$ cat config.mk
export PLATFORM = sky130hd
export DESIGN_NAME = ahb_burst_master
export DESIGN_NICKNAME = d
export VERILOG_FILES = /design/src/rtl/ahbm_pkg.sv /design/src/rtl/ahbm_addr_ctrl.sv /design/src/rtl/ahbm_data_pipe.sv /design/src/rtl/ahb_burst_master.sv
export SDC_FILE = /design/constraint.sdc
export NUM_CORES = 1
export LEC_CHECK = 0
export BUFFER_PORTS_ARGS = -buffer_cell sky130_fd_sc_hd__buf_2
export CAP_MARGIN = 30
export CORE_ASPECT_RATIO = 1.2
export CORE_MARGIN = 2
export CORE_UTILIZATION = 25
export CTS_CLUSTER_SIZE = 25
export DETAILED_ROUTE_END_ITERATION = 8
export GPL_ROUTABILITY_DRIVEN = 0
export HOLD_SLACK_MARGIN = 0.12
export PLACE_DENSITY = 0.55
export SETUP_SLACK_MARGIN = 0.15
export SYNTH_ARGS = -nofsm -noshare
export SYNTH_HDL_FRONTEND = slang
export SYNTH_SLANG_ARGS = --single-unit
export TNS_END_PERCENT = 10
$ cat constraint.sdc
create_clock -name clk -period 2.3 [get_ports clk]
set_clock_uncertainty 0.1 [all_clocks]
set_input_delay 0.345 -clock clk [delete_from_list [all_inputs] [get_ports clk]]
set_output_delay 0.345 -clock clk [all_outputs]
set_load 0.05 [all_outputs]
$ cat src/rtl/ahbm_pkg.sv
package ahbm_pkg;
  typedef enum logic [1:0] {
    HT_IDLE   = 2'b00,
    HT_BUSY   = 2'b01,
    HT_NONSEQ = 2'b10,
    HT_SEQ    = 2'b11
  } htrans_t;

  typedef enum logic [1:0] {
    ST_IDLE,
    ST_WAIT,
    ST_BURST,
    ST_DRAIN
  } eng_st_t;

  localparam logic [2:0] HBURST_INCR = 3'b001;
endpackage

$ cat src/rtl/ahbm_addr_ctrl.sv
module ahbm_addr_ctrl
  import ahbm_pkg::*;
#(
  parameter int AW   = 32,
  parameter int LW   = 8,
  parameter int STEP = 4
) (
  input  logic          clk,
  input  logic          rst_n,
  input  logic          cmd_valid,
  output logic          cmd_ready,
  input  logic [AW-1:0] cmd_addr,
  input  logic [LW-1:0] cmd_len,
  input  logic          cmd_write,
  input  logic          beat_ok,
  input  logic          hready,
  input  logic          hresp,
  input  logic          dp_valid,
  output logic [AW-1:0] haddr,
  output logic [1:0]    htrans,
  output logic          hwrite,
  output logic          done,
  output logic          done_err
);
  localparam int CW = LW + 1;

  eng_st_t       state_q, state_n;
  htrans_t       htrans_q, htrans_n;
  logic [AW-1:0] haddr_q, haddr_n;
  logic          hwrite_q, hwrite_n;
  logic [CW-1:0] rem_q, rem_n;
  logic          done_q, done_n;
  logic          err_q, err_n;
  logic          addr_acc;
  htrans_t       cont_tr;

  assign addr_acc = hready && htrans_q[1];
  assign cont_tr  = beat_ok ? HT_SEQ : HT_BUSY;

  always_comb begin
    state_n  = state_q;
    htrans_n = htrans_q;
    haddr_n  = haddr_q;
    hwrite_n = hwrite_q;
    rem_n    = rem_q;
    done_n   = 1'b0;
    err_n    = err_q;
    unique case (state_q)
      ST_IDLE: begin
        if (cmd_valid) begin
          state_n  = ST_WAIT;
          rem_n    = {1'b0, cmd_len} + CW'(1);
          haddr_n  = cmd_addr;
          hwrite_n = cmd_write;
        end
      end
      ST_WAIT: begin
        if (hready && beat_ok) begin
          htrans_n = HT_NONSEQ;
          state_n  = ST_BURST;
        end
      end
      ST_BURST: begin
        if (hresp && !hready) begin
          htrans_n = HT_IDLE;
          state_n  = ST_DRAIN;
        end else if (hready) begin
          if (addr_acc) begin
            rem_n = rem_q - CW'(1);
            if (rem_q == CW'(1)) begin
              htrans_n = HT_IDLE;
              state_n  = ST_DRAIN;
            end else begin
              haddr_n  = haddr_q + AW'(STEP);
              htrans_n = cont_tr;
            end
          end else begin
            htrans_n = cont_tr;
          end
        end
      end
      ST_DRAIN: begin
        if (hready) begin
          done_n  = 1'b1;
          err_n   = hresp && dp_valid;
          state_n = ST_IDLE;
        end
      end
      default: state_n = ST_IDLE;
    endcase
  end

  always_ff @(posedge clk or negedge rst_n) begin
    if (!rst_n) begin
      state_q  <= ST_IDLE;
      htrans_q <= HT_IDLE;
      haddr_q  <= '0;
      hwrite_q <= 1'b0;
      rem_q    <= '0;
      done_q   <= 1'b0;
      err_q    <= 1'b0;
    end else begin
      state_q  <= state_n;
      htrans_q <= htrans_n;
      haddr_q  <= haddr_n;
      hwrite_q <= hwrite_n;
      rem_q    <= rem_n;
      done_q   <= done_n;
      err_q    <= err_n;
    end
  end

  assign cmd_ready = (state_q == ST_IDLE);
  assign haddr     = haddr_q;
  assign htrans    = htrans_q;
  assign hwrite    = hwrite_q;
  assign done      = done_q;
  assign done_err  = err_q;


  wait_hold_chk: assert property (@(posedge clk) disable iff (!rst_n)
    (!hready && !hresp && htrans_q != HT_IDLE) |=>
      (htrans_q == $past(htrans_q) && haddr_q == $past(haddr_q) && hwrite_q == $past(hwrite_q)));


  busy_in_burst_chk: assert property (@(posedge clk) disable iff (!rst_n)
    (htrans_q == HT_BUSY) |-> ($past(htrans_q) != HT_IDLE));


  busy_keep_addr_chk: assert property (@(posedge clk) disable iff (!rst_n)
    (hready && !hresp && htrans_q == HT_BUSY) |=> (haddr_q == $past(haddr_q)));


  seq_step_chk: assert property (@(posedge clk) disable iff (!rst_n)
    (addr_acc && !hresp && state_q == ST_BURST && rem_q > CW'(1)) |=>
      (haddr_q == $past(haddr_q) + AW'(STEP) && htrans_q != HT_NONSEQ && htrans_q != HT_IDLE));


  err_cancel_chk: assert property (@(posedge clk) disable iff (!rst_n)
    (state_q == ST_BURST && hresp && !hready) |=> (htrans_q == HT_IDLE));
endmodule

$ cat src/rtl/ahbm_data_pipe.sv
module ahbm_data_pipe #(
  parameter int DW = 32
) (
  input  logic          clk,
  input  logic          rst_n,
  input  logic [1:0]    htrans,
  input  logic          hwrite,
  input  logic          hready,
  input  logic          hresp,
  input  logic [DW-1:0] hrdata,
  input  logic [DW-1:0] be_wdata,
  output logic          dp_valid,
  output logic [DW-1:0] hwdata,
  output logic          be_wtake,
  output logic [DW-1:0] be_rdata,
  output logic          be_rvalid
);
  logic          dpv_q, dpv_n;
  logic          dpw_q, dpw_n;
  logic [DW-1:0] wd_q, wd_n;
  logic [DW-1:0] rd_q, rd_n;
  logic          rv_q, rv_n;
  logic          wtake;
  logic          rd_done;

  assign wtake   = hready && htrans[1] && hwrite;
  assign rd_done = hready && dpv_q && !dpw_q && !hresp;

  always_comb begin
    dpv_n = dpv_q;
    dpw_n = dpw_q;
    wd_n  = wd_q;
    rd_n  = rd_q;
    rv_n  = rd_done;
    if (hready) begin
      dpv_n = htrans[1];
      dpw_n = hwrite;
    end
    if (wtake) wd_n = be_wdata;
    if (rd_done) rd_n = hrdata;
  end

  always_ff @(posedge clk or negedge rst_n) begin
    if (!rst_n) begin
      dpv_q <= 1'b0;
      dpw_q <= 1'b0;
      wd_q  <= '0;
      rd_q  <= '0;
      rv_q  <= 1'b0;
    end else begin
      dpv_q <= dpv_n;
      dpw_q <= dpw_n;
      wd_q  <= wd_n;
      rd_q  <= rd_n;
      rv_q  <= rv_n;
    end
  end

  assign dp_valid  = dpv_q;
  assign hwdata    = wd_q;
  assign be_wtake  = wtake;
  assign be_rdata  = rd_q;
  assign be_rvalid = rv_q;


  wdata_hold_chk: assert property (@(posedge clk) disable iff (!rst_n)
    (dpv_q && dpw_q && !hready) |=> (wd_q == $past(wd_q)));


  rvalid_src_chk: assert property (@(posedge clk) disable iff (!rst_n)
    rv_q |-> $past(hready && dpv_q && !dpw_q && !hresp));
endmodule

$ cat src/rtl/ahb_burst_master.sv
module ahb_burst_master
  import ahbm_pkg::*;
#(
  parameter int AW = 32,
  parameter int DW = 32,
  parameter int LW = 8
) (
  input  logic          clk,
  input  logic          rst_n,
  input  logic          cmd_valid,
  output logic          cmd_ready,
  input  logic [AW-1:0] cmd_addr,
  input  logic [LW-1:0] cmd_len,
  input  logic          cmd_write,
  input  logic          beat_ok,
  input  logic [DW-1:0] be_wdata,
  output logic          be_wtake,
  output logic [DW-1:0] be_rdata,
  output logic          be_rvalid,
  output logic          done,
  output logic          done_err,
  output logic [AW-1:0] haddr,
  output logic [1:0]    htrans,
  output logic          hwrite,
  output logic [2:0]    hsize,
  output logic [2:0]    hburst,
  output logic [DW-1:0] hwdata,
  input  logic [DW-1:0] hrdata,
  input  logic          hready,
  input  logic          hresp
);
  localparam int STEP      = DW / 8;
  localparam int BYTES_LOG = $clog2(STEP);

  logic dp_valid;

  ahbm_addr_ctrl #(.AW(AW), .LW(LW), .STEP(STEP)) u_addr (
    .clk(clk), .rst_n(rst_n),
    .cmd_valid(cmd_valid), .cmd_ready(cmd_ready), .cmd_addr(cmd_addr),
    .cmd_len(cmd_len), .cmd_write(cmd_write), .beat_ok(beat_ok),
    .hready(hready), .hresp(hresp), .dp_valid(dp_valid),
    .haddr(haddr), .htrans(htrans), .hwrite(hwrite),
    .done(done), .done_err(done_err)
  );

  ahbm_data_pipe #(.DW(DW)) u_data (
    .clk(clk), .rst_n(rst_n),
    .htrans(htrans), .hwrite(hwrite), .hready(hready), .hresp(hresp),
    .hrdata(hrdata), .be_wdata(be_wdata), .dp_valid(dp_valid),
    .hwdata(hwdata), .be_wtake(be_wtake), .be_rdata(be_rdata), .be_rvalid(be_rvalid)
  );

  assign hsize  = 3'(BYTES_LOG);
  assign hburst = HBURST_INCR;


  done_idle_chk: assert property (@(posedge clk) disable iff (!rst_n)
    done |-> (cmd_ready && !dp_valid));
endmodule

==> key figures, run 1 <==
Synth
  • Register area share after synthesis: 50.1%
  • Syn. warnings: 0
  • Post-synthesis cell area: 5750 um2
  • Yosys cell types: 69
  • Post-synth ARST share: 100%
  • Area contributors post-synth: dfrtp_1 50%, mux2_2 13%, a21oi_1 2.3%
  • Predominant post-synthesis flop cell: dfrtp_1
  • Cell count after synthesis: 508
  • EDFF count, synth: 0
  • Flops & latches, synth: 115
  • Cell taking the most area after synthesis: dfrtp_1
  • Synth top area share: 50.1%
  • Mean Syn Cell Area: 11.3 um2

Finish
  • Layout cells sized above 1: 44.2%
  • Nets: 954
  • Commonest non-fill, non-tap cell in the layout: buf_2
  • Leading cell types in the layout, fill and taps excluded: 213 x buf_2, 113 x dfrtp_1, 85 x dlygate4sd3_1
  • Antenna cells: 0
  • Area Overhead vs Synth: 53.6%
  • Final cell count without fillers: 1125

Hold path
  • Hold Crit Start: cmd_addr[11]
  • Hold/Removal Path Class: in -> reg

Clocking
  • Root Driver: clkbuf_16
  • CTS clk-pin slew, worst paths: 60 ps
  • Total CTS buffers: 17
  • Htree depth: 4
  • Clk sinks: 115
  • Max clock buf depth: 2
  • Clk_lat worst skew: 410 ps
  • CTS tree: yes

Placement
  • Hpwl dp: 12500 um
  • IO buf count: 214
  • Placed Cells: 1002

Drt
  • Post-DRT Antenna Nets: 0
  • DR WL/cell: 16.1 um
  • DR iter-0 viols: 215
  • Drt via density: 4.74
  • DRC viols: 0
  • Via count: 5337
  • Pre-antenna DRT Iters: 5
  • Total detailed-routing wirelength: 18100 um

Timing
  • Worst slew pin tran: 499 ps
  • Final Max Slew Viols: 0
  • Final setup viols: 0
  • Crit share post-route: 92.0%
  • Fin. Hold Viols: 0
  • Fin crit period: 2120 ps
  • RSZ-0062 raised after global routing: yes
  • Relative slew margins: 66.5%
  • Fmax: 472 MHz

Flow run
  • Max-cap violation count: 0

Global routing
  • First-pass GRT wire length: 27400 um
  • Total GRT Usage: 14.4%
  • Largest net degree at the start of global routing: 50
  • Initial antenna violation count: 0
  • Total gr overflow: 0
  • Vias in the first global route: 5203

Floorplan
  • Die area: 24200 um2
  • Width of the chip: 142 um
  • # rows: 60
  • Chip height: 170 um
  • Io pins: 221
  • Core box area: 22500 um2
  • Initial Util: 25.5%

Critical path
  • CP Launch Type: flop
  • Crit path from: u_addr.state_q[1]$_DFFE_PN0P_
  • R2R Setup Slk: 180 ps
  • Worst Path Max Fanout: 6
  • Worst Setup End Kind: flop
  • Worst EP arrival: 2370 ps
  • Critical path required time: 2550 ps
  • CP Class: reg -> reg
  • Worst reg2reg startpoint: u_addr.state_q[1]$_DFFE_PN0P_

Power
  • Power Dens Cells: 1680 nW/um2
  • VDD IR-drop max: 0.000808 V
  • P_leak: 4.06 nW
  • Total power: 14.8 mW

Run status
  • Status: complete, no violations
==> cells in the mapped netlist (3+ instances only) <==
cell,number
nand4_1,9
inv_1,12
clkbuf_1,10
a21o_1,9
a32o_1,5
a221o_1,4
mux2_2,67
buf_4,8
nor3_1,13
ha_1,9
nor2b_1,3
nand2_1,22
nand4b_1,4
a211oi_1,4
xnor2_1,4
o21a_1,4
o21ai_0,16
o211ai_1,3
o31ai_1,4
nand3_1,18
and3_1,12
nor2_1,27
a31oi_1,8
and4_1,3
a41oi_1,3
a211o_1,4
nor4_1,4
buf_2,9
o22ai_1,8
a21oi_1,26
nand2b_1,3
a22oi_1,4
dfrtp_1,115
and2_1,7
==> critical path: stages, from the launching register on <==
cell,delay (ps)
dfrtp_1,440
inv_1,120
ha_4,210
mux2i_4,200
buf_4,150
or4_1,510
o31ai_1,200
a221o_1,130
==> where the power goes <==
part | total (mW) | switching [mW] | internal, mW | leakage (nW)
clock | 2.62 | 0.971 | 1.65 | 0.275
combinational | 8.30 | 5.63 | 2.67 | 2.43
sequential | 3.91 | 0.850 | 3.06 | 1.36
==> layout make-up <==
cell class,count,area (um2)
Sequential cell,115,2880
Tap cell,279,349
Clock inverter,11,130
Inverter,12,48.8
Timing Repair Buffer,331,2220
Fill cell,2217,13700
Clock buffer,20,457
Multi-Input combinational cell,357,2750
==> per-layer routing <==
metal | global-route usage (%) | part of all wire (%) | up-vias
li1 | - | - | 2556
met1 | 17.5 | 43 | 2566
met2 | 25.1 | 49 | 200
met3 | 4.14 | 6.8 | 15
met4 | 3.92 | 0.84 | 0
met5 | 0 | 0 | -
==> path summary, 6_finish.rpt <==
| check | cells after the start | to |
|---|---|---|
| worst max-delay path | 7 | u_addr.haddr[8]$_DFFE_PN0P_ |
| worst min-delay path | 3 | u_addr.haddr[11]$_DFFE_PN0P_ |
| worst max register to register | 7 | u_addr.haddr[8]$_DFFE_PN0P_ |
| worst min register to register | 1 | u_data.hwdata[3]$_DFFE_PN0P_ |
| max in group asynchronous | 3 | u_addr.haddr[2]$_DFFE_PN0P_ |
| min in group asynchronous | 2 | u_data.be_rdata[3]$_DFFE_PN0P_ |
==> timing repair <==
item	4_1_cts	5_1_grt
hold buffers	85	0
pin swaps	0	3
endpoints found under the hold margin	111	0
resized for setup	3	6
endpoints found under the setup margin	16	31
buffers inserted	2	5
==> state kept, by name, summed over array words and instances (netlist names) <==
register	count
u_addr.state_q	2
u_addr.haddr	32
u_data.be_rvalid	1
u_addr.hwrite	1
u_data.dp_valid	1
u_data.dpw_q	1
u_addr.rem_q	9
u_addr.htrans	2
u_data.be_rdata	32
u_data.hwdata	32
u_addr.done_err	1
u_addr.done	1
==> logic make-up (layout without fill, tap and decap cells) <==
family	after synthesis	after routing	share of synthesized area [%]
adders and majority gates	9	9	1.96
DFF	115	115	50.1
xor gates and xnor gates	5	5	0.762
other	2	6	0.131
and+or+nand+nor	142	142	14.5
buffers and inverters	40	374	3.33
muxes	70	70	13.7
AOI/OAI and AO/OA	125	125	15.5
==> metrics by stage <==
| step | util, % | hold slack (ps) | instance area, um2 | TNS (ps) | setup slack, ps |
|---|---|---|---|---|---|
| after floorplan | - | -50.6 | 5790 | 0 | 141 |
| after global placement | 32.4 | 210 | 7300 | -5.04 | -5.04 |
| after detailed placement | 32.4 | 210 | 7300 | -62.9 | -32.1 |
| after CTS | 39.0 | 127 | 8770 | 0 | 83.7 |
| after global routing | 39.2 | 145 | 8830 | 0 | 81.1 |
| final | 39.2 | 146 | 8830 | 0 | 184 |
Note: power is estimated with default switching activity, not from simulation.
==> run 2, diff against run 1 <==
--- a/config.mk
+++ b/config.mk
@@ -15,6 +15,7 @@
 export GPL_ROUTABILITY_DRIVEN = 0
 export HOLD_SLACK_MARGIN = 0.12
 export PLACE_DENSITY = 0.55
+export RECOVER_POWER = 50
 export SETUP_SLACK_MARGIN = 0.15
 export SYNTH_ARGS = -nofsm -noshare
 export SYNTH_HDL_FRONTEND = slang
==> key figures, run 2 (synthesized netlist as in run 1, its figures left out) <==
Timing
  • Fmax: 472 MHz (-0.11%)
  • Final setup viols: 0 (unchanged)
  • Final setup margin: 181 ps (-2.32 ps)
  • RSZ-0062 raised after global routing: yes
  • Crit share post-route: 92.1% (+0.10 points)
  • Hold WS: 146 ps (+0.0910 ps)
  • Fin. Hold Viols: 0 (unchanged)
  • Fin crit period: 2120 ps (+2.32 ps)
  • Worst slew pin tran: 830 ps (+330 ps)
  • Relative slew margins: 44.7% (-22 points)
  • Final Max Slew Viols: 0 (unchanged)
  • Setup TNS: 0 ps (unchanged)

Critical path
  • CP Launch Type: flop
  • CP Buf/Inv Count: 2 (unchanged)
  • Worst Setup End Kind: flop
  • CP Class: reg -> reg
  • Worst Path Max Fanout: 6 (unchanged)
  • CP max stage delay: 510 ps (about the same)
  • Slowest CP cell: or4_1
  • Cell family with most CP delay: simple AND/OR/NAND/NOR gates
  • Worst EP arrival: 2370 ps (about the same)
  • CP cell instances: inv_1 -> ha_4 -> mux2i_4 -> buf_4 -> or4_1 -> o31ai_1 -> a221o_1
  • Critical path required time: 2550 ps (about the same)

Power
  • P_leak: 4.01 nW (-1.2%)
  • Switching share of power: 50.4% (+0.11 points)
  • Sequential power share: 26.5% (about the same)
  • Combinational power share: 55.8% (about the same)
  • Net Switching: 7.44 mW (-0.16%)
  • Power Dens Cells: 1680 nW/um2 (about the same)
  • Total power: 14.8 mW (-0.37%)
  • Clk pwr share: 17.7% (about the same)
  • Int Power: 7.34 mW (-0.58%)
  • VDD IR-drop max: 0.000806 V (-0.19%)

Drt
  • Via count: 5316 (-0.39%)
  • Post-DRT Antenna Nets: 0 (unchanged)
  • Drt via density: 4.73 (-0.39%)
  • Pre-antenna DRT Iters: 4 (-1)
  • DR WL/cell: 16.1 um (-0.28%)
  • DRC viols: 0 (unchanged)
  • Total detailed-routing wirelength: 18100 um (-0.28%)
  • DR iter-0 viols: 216 (+0.47%)

Clocking
  • Total CTS buffers: 17 (unchanged)
  • Htree depth: 4 (unchanged)
  • Clk sinks: 115 (unchanged)
  • CTS tree: yes
  • Root Driver: clkbuf_16
  • Clk_lat worst skew: 420 ps (about the same)
  • CTS clk-pin slew, worst paths: 60 ps (about the same)
  • Max clock buf depth: 2 (unchanged)

Floorplan
  • Io pins: 221 (unchanged)
  • Die area: 24200 um2 (unchanged)
  • Chip height: 170 um (unchanged)
  • Core box area: 22500 um2 (unchanged)
  • Width of the chip: 142 um (unchanged)
  • # rows: 60 (unchanged)
  • Initial Util: 25.5% (unchanged)

Global routing
  • Total gr overflow: 0 (unchanged)
  • Total GRT Usage: 14.4% (unchanged)
  • Largest net degree at the start of global routing: 50 (unchanged)
  • Initial antenna violation count: 0 (unchanged)
  • First-pass GRT wire length: 27400 um (unchanged)
  • Vias in the first global route: 5203 (unchanged)

Finish
  • Area Overhead vs Synth: 53.0%
  • Commonest non-fill, non-tap cell in the layout: buf_2
  • Layout cells sized above 1: 42.6% (-1.7 points)
  • Antenna cells: 0 (unchanged)
  • Finished Core Util: 39.0% (-0.16 points)
  • Leading cell types in the layout, fill and taps excluded: 199 x buf_2, 113 x dfrtp_1, 85 x dlygate4sd3_1
  • Nets: 954 (unchanged)

Hold path
  • Hold/Removal Path Class: in -> reg

Placement
  • Hpwl dp: 12500 um (unchanged)
  • Pre-CTS WS: -32.1 ps (unchanged)
  • IO buf count: 214 (unchanged)

Run status
  • Status: complete, no violations

Flow run
  • Max-cap violation count: 0 (unchanged)
run 2: changes by cell type in the layout (fill, tap and decap cells not counted), sizes merged:
cell | previous run | this run
buf | 246 | 230
clkbuf | 20 | 36
run 2: layout make-up:
class                      instances  area, um2
clock buffer                      20        457
clock inverter                    11        130
fill                            2229      13700
inverter                          12       48.8
multi-input combinational        357       2750
sequential                       115       2880
tap                              279        349
timing repair buffer             331       2180
run 2: path summary, 6_finish.rpt:
kind | start | endpoint | slack (ps) | cells after the start
worst min register to register | u_data.hwdata[3]$_DFFE_PN0P_ | u_data.hwdata[3]$_DFFE_PN0P_ | 400 | 1
max in group asynchronous | rst_n | u_addr.haddr[2]$_DFFE_PN0P_ | 850 | 3
worst max-delay path | u_addr.state_q[1]$_DFFE_PN0P_ | u_addr.haddr[8]$_DFFE_PN0P_ | 180 | 7
min in group asynchronous | rst_n | u_data.be_rdata[3]$_DFFE_PN0P_ | 460 | 2
worst max register to register | u_addr.state_q[1]$_DFFE_PN0P_ | u_addr.haddr[8]$_DFFE_PN0P_ | 180 | 7
worst min-delay path | cmd_addr[11] | u_addr.haddr[11]$_DFFE_PN0P_ | 150 | 3
run 2: routing by layer:
layer | vias to the layer above | track usage [%] | share of wire [%]
met3 | 12 | 4.14 | 6.7
met1 | 2554 | 17.5 | 43
met2 | 197 | 25.1 | 49
met5 | - | 0 | 0
li1 | 2553 | - | -
met4 | 0 | 3.92 | 0.71
run 2: worst register-to-register path, cell delays in order (launching register included):
cell and delay, ps:
dfrtp_1 440, inv_1 120, ha_4 210, mux2i_4 200, buf_4 150, or4_1 510, o31ai_1 200, a221o_1 130
run 2: power by group through the flow:
stage / Clock (mW) / Sequential, mW / Combinational [mW]
after floorplan: 0 / 6.96 / 2.87
after global placement: 0 / 3.92 / 8.00
after detailed placement: 0 / 3.92 / 8.06
after CTS: 2.71 / 3.90 / 8.24
after global routing: 2.81 / 4.07 / 8.77
final: 2.62 / 3.92 / 8.24
run 2: per-stage QoR:
| step | cell area, um2 | std cells |
|---|---|---|
| final | 8790 | 1125 |
| after global routing | 8790 | 1125 |
| after CTS | 8770 | 1120 |
| after detailed placement | 7300 | 1002 |
| after global placement | 7300 | 1002 |
| after floorplan | 5790 | 512 |
run 2: timing repair:
action	in CTS	in global routing
hold buffers	85	0
setup buffers	2	5
setup endpoints to repair	16	31
pin swaps	0	3
endpoints found under the hold margin	111	0
gates resized for setup	3	6
